===== src/rtl/gfc_pkg.sv =====
package gfc_pkg;
  localparam int GFC_NIB_W = 4;
  localparam int GFC_OCT_W = 8;
  localparam int GFC_DIV   = 4;
endpackage


===== src/rtl/gfc_hold_slot.sv =====
module gfc_hold_slot #(
  parameter int NIB_W = gfc_pkg::GFC_NIB_W
) (
  input  logic             clk,
  input  logic             rst,
  input  logic             cap_vld,
  input  logic [NIB_W-1:0] cap_nib,
  input  logic             take,
  output logic             full,
  output logic [NIB_W-1:0] nib,
  output logic             ovf
);
  always_ff @(posedge clk) begin
    if (rst) begin
      full <= 1'b0;
      nib  <= '0;
      ovf  <= 1'b0;
    end else if (cap_vld) begin
      nib  <= cap_nib;
      full <= 1'b1;
      if (full && !take) ovf <= 1'b1;
    end else if (take) begin
      full <= 1'b0;
    end
  end

  a_r7_ovf_sticky: assert property (@(posedge clk) disable iff (rst)
    ovf |=> ovf);
  a_r7_drain_needs_full: assert property (@(posedge clk) disable iff (rst)
    take |-> full);
  a_r7_overwrite_newest: assert property (@(posedge clk) disable iff (rst)
    (full && cap_vld && !take) |=> (ovf && full && nib == $past(cap_nib)));
endmodule


===== src/rtl/gfc_bit_timer.sv =====
module gfc_bit_timer #(
  parameter int DIV = gfc_pkg::GFC_DIV
) (
  input  logic clk,
  input  logic rst,
  input  logic run,
  output logic bit_end,
  output logic pclk
);
  localparam int PW   = (DIV > 2) ? $clog2(DIV) : 1;
  localparam int HALF = DIV / 2;
  localparam logic [PW-1:0] LAST_P = PW'(DIV - 1);
  localparam logic [PW-1:0] HALF_P = PW'(HALF);

  logic [PW-1:0] phase;

  always_ff @(posedge clk) begin
    if (rst || !run)        phase <= '0;
    else if (phase == LAST_P) phase <= '0;
    else                    phase <= phase + 1'b1;
  end

  assign bit_end = run && (phase == LAST_P);
  assign pclk    = run && (phase >= HALF_P);

  a_r4_rise_at_half: assert property (@(posedge clk) disable iff (rst)
    $rose(pclk) |-> (phase == HALF_P));
endmodule


===== src/rtl/gfc_nib_shifter.sv =====
module gfc_nib_shifter #(
  parameter int NIB_W = gfc_pkg::GFC_NIB_W
) (
  input  logic             clk,
  input  logic             rst,
  input  logic             hold_full,
  input  logic [NIB_W-1:0] hold_nib,
  input  logic             bit_end,
  output logic             take,
  output logic             busy,
  output logic             sdata,
  output logic             smsb
);
  localparam int CW = (NIB_W > 2) ? $clog2(NIB_W) : 1;
  localparam logic [CW-1:0] LAST_B = CW'(NIB_W - 1);

  logic [NIB_W-1:0] sh;
  logic [CW-1:0]    cnt;
  logic             last_bit;

  assign last_bit = (cnt == LAST_B);
  assign take     = hold_full && (!busy || (bit_end && last_bit));

  always_ff @(posedge clk) begin
    if (rst) begin
      busy <= 1'b0;
      sh   <= '0;
      cnt  <= '0;
    end else if (take) begin
      busy <= 1'b1;
      sh   <= hold_nib;
      cnt  <= '0;
    end else if (busy && bit_end) begin
      if (last_bit) begin
        busy <= 1'b0;
        cnt  <= '0;
      end else begin
        sh  <= {sh[NIB_W-2:0], 1'b0};
        cnt <= cnt + 1'b1;
      end
    end
  end

  assign sdata = busy && sh[NIB_W-1];
  assign smsb  = busy && (cnt == '0);

  a_r3_no_gap: assert property (@(posedge clk) disable iff (rst)
    (busy && bit_end && last_bit && hold_full) |=> (busy && smsb));
  a_r5_marker_ends: assert property (@(posedge clk) disable iff (rst)
    (smsb && bit_end && !take) |=> !smsb);
endmodule


===== src/rtl/gfc_serial_out.sv =====
module gfc_serial_out #(
  parameter int NIB_W = gfc_pkg::GFC_NIB_W,
  parameter int OCT_W = gfc_pkg::GFC_OCT_W,
  parameter int DIV   = gfc_pkg::GFC_DIV
) (
  input  logic             clk,
  input  logic             rst,
  input  logic             cell_start,
  input  logic             hdr_valid,
  output logic             hdr_ready,
  input  logic [OCT_W-1:0] hdr_octet,
  output logic             ser_data,
  output logic             ser_clk,
  output logic             ser_msb,
  output logic             overflow
);
  logic             cap_vld;
  logic [NIB_W-1:0] cap_nib;
  logic             take, busy, bit_end, full;
  logic [NIB_W-1:0] held;

  assign cap_vld   = cell_start && hdr_valid;
  assign cap_nib   = hdr_octet[OCT_W-1 -: NIB_W];
  assign hdr_ready = !full;

  gfc_hold_slot #(.NIB_W(NIB_W)) u_slot (
    .clk(clk), .rst(rst), .cap_vld(cap_vld), .cap_nib(cap_nib),
    .take(take), .full(full), .nib(held), .ovf(overflow)
  );

  gfc_bit_timer #(.DIV(DIV)) u_timer (
    .clk(clk), .rst(rst), .run(busy), .bit_end(bit_end), .pclk(ser_clk)
  );

  gfc_nib_shifter #(.NIB_W(NIB_W)) u_shift (
    .clk(clk), .rst(rst), .hold_full(full), .hold_nib(held),
    .bit_end(bit_end), .take(take), .busy(busy),
    .sdata(ser_data), .smsb(ser_msb)
  );

  a_r6_idle_quiet: assert property (@(posedge clk) disable iff (rst)
    !busy |-> (!ser_clk && !ser_data && !ser_msb));
  a_r4_stable_at_rise: assert property (@(posedge clk) disable iff (rst)
    $rose(ser_clk) |-> ($stable(ser_data) && $stable(ser_msb)));
  a_r5_marker_starts_low: assert property (@(posedge clk) disable iff (rst)
    $rose(ser_msb) |-> !ser_clk);
  a_r8_reset_clears: assert property (@(posedge clk)
    rst |=> (!ser_clk && !ser_data && !ser_msb && !overflow && hdr_ready));
endmodule


===== config.mk =====
export PLATFORM = sky130hd
export DESIGN_NAME = gfc_serial_out
export DESIGN_NICKNAME = d
export VERILOG_FILES = /design/src/rtl/gfc_pkg.sv /design/src/rtl/gfc_hold_slot.sv /design/src/rtl/gfc_bit_timer.sv /design/src/rtl/gfc_nib_shifter.sv /design/src/rtl/gfc_serial_out.sv
export SDC_FILE = /design/constraint.sdc
export NUM_CORES = 1
export LEC_CHECK = 0
export BUFFER_PORTS_ARGS = -buffer_cell sky130_fd_sc_hd__buf_2
export CAP_MARGIN = 20
export CORE_MARGIN = 4
export CORE_UTILIZATION = 40
export CTS_CLUSTER_DIAMETER = 200
export DETAILED_ROUTE_END_ITERATION = 16
export PLACE_DENSITY = 0.64
export SYNTH_ARGS = -nofsm -noshare
export SYNTH_HDL_FRONTEND = slang
export SYNTH_HIERARCHICAL = 1
export SYNTH_SLANG_ARGS = --single-unit

===== constraint.sdc =====
create_clock -name clk -period 2.15 [get_ports clk]
set_input_delay 0 -clock clk [delete_from_list [all_inputs] [get_ports clk]]
set_output_delay 0 -clock clk [all_outputs]
set_load 0.02 [all_outputs]

* After elaboration in Yosys (flattened, before gate mapping) *
Index checks and enable logic that the tools add are counted.

storage, ports and cells
  logic and storage cells = 45
  register bits after elaboration = 15

cells by class
  magnitude comparators = 1
  add/sub/neg operators = 2
  reduce and logical (&&, ||, !) cells = 23
  equal/unequal tests = 3
  mux-type cells = 9

operators by type and width
  cell                 number
  $mux 4               3
  $logic_and 1x1->1    9
  $reduce_and 2->1     3
  $reduce_bool 2->1    3
  $mux 1               5
  $add 2x1->2 const B  2
  $eq 2x2->1 const B   2
  $reduce_or 2->1      2
  $logic_not 1->1      3
  $ge 2x2->1 const B   1
  $logic_not 2->1      1
  $logic_or 1x1->1     2
  $mux 2               1
  $ne 2x2->1 const B   1

* Depth between registers and ports, before layout *
  depth in word-level cells = 8
  depth in mapped cells = 7

* Cells and area by module *
The synthesis kept the hierarchy.

by module, submodules not included
  module           instances  area an instance (um^2)  cells an instance  seq. area each (um^2)
  gfc_nib_shifter  1          417.9                    42                 140.1
  gfc_hold_slot    1          220.2                    20                 120.1
  gfc_bit_timer    1          112.6                    9                  40.0
  gfc_serial_out   1          10.0                     2                  0.0

* Worst setup path before layout *
OpenSTA, ideal clock, no wires.

  kind = register to register
  start point = register u_timer.phase[0]
  end point = register u_shift.sh[1]
  clock period less this slack = 1.472 ns
  path slack = 0.678 ns
  cell stages (with the launch flop) = 6
  arrival = 1.354 ns
  data required time = 2.031 ns
  cell sequence = dfxtp_1 ha_1 and2_1 or2b_1 a21boi_4 o221a_1

on the way
  word-level cells in the longest chain between the ends = 7
  elaborated cells on any way between the ends = 10
  those cells by class = eq/ne (2); mux (1); reduce/logical (7)

RTL lines
  item                                                                     RTL line               source
  start, declared                                                          gfc_bit_timer.sv:15    logic [PW-1:0] phase;
  start signal, assigned                                                   gfc_bit_timer.sv:20    else phase <= phase + 1'b1;
  $eq 2x2->1 (*)                                                           gfc_bit_timer.sv:23    assign bit_end = run && (phase == LAST_P);
  $logic_and 1x1->1 (*)                                                    gfc_bit_timer.sv:23
  net bit_end                                                              gfc_serial_out.sv:19   logic take, busy, bit_end, full;
  $logic_and 1x1->1                                                        gfc_nib_shifter.sv:22  assign take = hold_full && (!busy || (bit_end && last_bit));
  $logic_or 1x1->1                                                         gfc_nib_shifter.sv:22
  $logic_and 1x1->1                                                        gfc_nib_shifter.sv:22
  $ne 2x2->1 (no source line) / $reduce_bool 2->1 (equally long branches)  -
  $reduce_and 2->1 (no source line)                                        -
  end signal, assigned                                                     gfc_nib_shifter.sv:31  sh <= hold_nib;
  end signal, assigned                                                     gfc_nib_shifter.sv:38  sh <= {sh[NIB_W-2:0], 1'b0};
  end, declared                                                            gfc_nib_shifter.sv:17  logic [NIB_W-1:0] sh;

The timed path passes the listed nets; every way through them passes the cells marked *.
A chain may end at the register's enable or synchronous reset.

* Final worst setup path *
  start point = register u_timer.phase[0]
  end point = register u_slot.ovf

on the way
  word-level cells in the longest chain between the ends = 8

RTL lines
  item                               RTL line               source
  $eq 2x2->1                         gfc_bit_timer.sv:23
  $logic_and 1x1->1                  gfc_bit_timer.sv:23
  net bit_end                        gfc_serial_out.sv:19
  $logic_and 1x1->1                  gfc_nib_shifter.sv:22
  $logic_or 1x1->1                   gfc_nib_shifter.sv:22
  $logic_and 1x1->1                  gfc_nib_shifter.sv:22
  net take                           gfc_serial_out.sv:19
  $logic_not 1->1                    gfc_hold_slot.sv:21    if (full && !take) ovf <= 1'b1;
  $logic_and 1x1->1                  gfc_hold_slot.sv:21
  $reduce_and 2->1 (no source line)  -
  end signal, assigned               gfc_hold_slot.sv:17    ovf <= 1'b0;
  end signal, assigned               gfc_hold_slot.sv:21
  end, declared                      gfc_hold_slot.sv:11    output logic ovf

The timed path passes the listed nets, and every way through them passes these cells.

==> results.txt <==
Post-layout power: 0.565 mW
Clock slew at reported path FFs: 0.10 ns
Total GRT Usage: 11.8%
Worst min path class: in -> reg
CTS buffer count: 3
Vias in the first global route: 525
CTS Sinks: 15
Max Clock Skew: 0.00902 ns
Sequential share of power: 54.6%
Post-DP HPWL: 970 um
Clock latency on the worst-skew pair: 0.30 ns
Syn Area/Cell: 10.4 um2
Critical Path Start: u_timer/phase[0]
Root buf cell: clkbuf_4
Power share of the clock group: 29.8%
Routed len/inst: 11.5 um
Gate Count Post-Synth: 73
Die Span Y: 51.6 um
Pint: 0.410 mW
H-tree levels: 1
Final setup fails: 0
Layout cells sized above 1: 31.5%
Hold violation count in the final report: 0
Syn Nets: 89
Synthesized area: 761 um2
Post-synth ARST share: 0%
R2R Path Start: u_timer/phase[0]
Finished Layout Cells: 117
Setup CP Type: reg -> reg
Rel. slew slack: 77.9%
RSZ-0062 raised after global routing: false
Max rail drop VDD: 0.354 mV
Worst Tran Pin Value: 0.332 ns
Grt ovf: 0
CTS Buffer Depth: 2
Final wirelength: 1350 um
Die area: 2660 um2
CP Data Arrival Time: 1.81 ns
Sequential fraction of the synthesis area: 39.5%
ANT nets after route: 0
Post-synth EDFFs: 0
DR vias: 550
Ports: 17
Num rows: 15
Min Tclk post-route: 1.59 ns
Setup tns final: 0 ns
#FFs+latches synth: 15
Hold slack final: 0.0606 ns
Wire length of the first global-routing pass: 2280 um
Switching Share: 27.4%
Lkg Pwr: 0.387 nW
Setup WS post-layout: 0.565 ns
Outcome: complete, no violations
DP Cell Count: 109
Final RePlAce weighted congestion: 0.693
Via/cell ratio: 4.70
Ys flop type: dfxtp_1
Core Util, Final: 51.3%
Worst setup SP type: flop
Hold_sp: rst
Die Span X: 51.6 um
Share of the synthesized area in the top cell type: 39.5%
Yosys cell types: 25
NumNets Final: 109
CORE AREA: 1760 um2
Largest cells by area after synthesis: dfxtp_1 (39%), ha_1 (6.6%), mux2i_1 (6.6%)
Critical Path End Type: flop
Starting Density: 43.1%
Synth warn: 6
# DRC: 0
Max-cap violations: 0
Fmax: 0.631 GHz
Fillers: 189
Comb pwr share: 15.6%
Design Area, Final: 905 um2
IO Port Bufs: 12
Initial antenna violation count: 0
DRT Pass-1 Iters: 4
Largest net degree at the start of global routing: 17
Ant. Diodes: 0
CTS tree: done
1st-iter DRT viols: 7
Commonest non-fill, non-tap cell in the layout: dfxtp_1
Switch Pwr: 0.155 mW
Placement Setup Slack: 0.563 ns
Post-Place Cell Area: 837 um2
Crit share post-route: 73.7%
Layout area overhead: 18.9%
Most frequent cells in the layout: dfxtp_1 (15), buf_2 (12), inv_1 (8), nor2_1 (6), mux2i_1 (5)
Pwr Density: 624 nW/um2
Crit Path Max Fanout: 5
Final Max Slew Viols: 0
Crit path required time: 2.38 ns
Synth area leader: dfxtp_1
==> kinds of logic (layout without fill, tap and decap cells) <==
group	count (synthesis)	count (layout)	share of synthesized area, %
adders and majority gates	4	4	6.58
AOI/OAI and AO/OA	15	15	19.6
and+or+nand+nor	22	22	19.9
buffers and inverters	12	31	7.90
muxes	5	5	6.58
DFF	15	15	39.5
==> synth_stat cells, types with 2 or more instances <==
| library cell | count |
|---|---|
| nand2_1 | 2 |
| inv_2 | 2 |
| a21oi_1 | 2 |
| nor2_1 | 6 |
| inv_1 | 8 |
| ha_1 | 4 |
| a21boi_4 | 2 |
| nor4b_2 | 2 |
| nand2b_1 | 4 |
| mux2i_1 | 5 |
| buf_6 | 2 |
| dfxtp_1 | 15 |
| a31oi_1 | 3 |
| and2_1 | 2 |
| o221a_1 | 3 |
| and2_2 | 2 |
==> critical path, stage by stage, from the launching register on <==
cell      delay (ns)
dfxtp_1         0.34
ha_1            0.25
and2_1          0.24
a21boi_4        0.15
nand2b_4        0.17
inv_2           0.04
nand2b_1        0.16
o31ai_2         0.17
==> power groups by stage <==
stage	Sequential, mW	Clock [mW]	Combinational (mW)
after floorplan	0.312	0	0.0645
after global routing	0.310	0.186	0.0985
after global placement	0.314	0	0.0820
after CTS	0.308	0.176	0.0895
final	0.308	0.168	0.0881
after detailed placement	0.315	0	0.0838
==> cell type report <==
type	instances	area (um2)	share of cell area, %
Inverter	10	37.5	4.15
Clock buffer	3	22.5	2.49
Sequential cell	15	300	33.2
Timing Repair Buffer	17	108	11.9
Tap cell	25	31.3	3.46
Multi-Input combinational cell	46	400	44.3
Clock inverter	1	5.00	0.553
==> routing by layer <==
metal	GRT usage (%)	routed length, um	vias to the layer above
met4	6.55	25	0
met5	0	0	-
li1	-	-	289
met3	5.16	92	4
met1	14.1	617	242
met2	17.6	613	15
==> path summary, 6_finish.rpt <==
check                                endpoint  slack, ns  cells after the start
worst max-delay path               u_slot/ovf       0.56                      7
worst min-delay path            u_slot/nib[2]       0.06                      2
worst max register to register     u_slot/ovf       0.56                      7
worst min register to register  u_shift/sh[0]       0.48                      2
==> state kept, by name, indices dropped and copies added, names as in the netlist <==
register,cells
u_shift/sh,4
u_slot/full,1
u_slot/nib,4
u_shift/cnt,2
u_shift/busy,1
u_timer/phase,2
u_slot/ovf,1
==> timing repair <==
action / 4_1_cts / 5_1_grt
buffers inserted: 0 / 0
hold buffers: 4 / 0
endpoints found under the hold margin: 4 / 0
gates resized for setup: 0 / 0
Note: power is estimated with default switching activity, not from simulation.
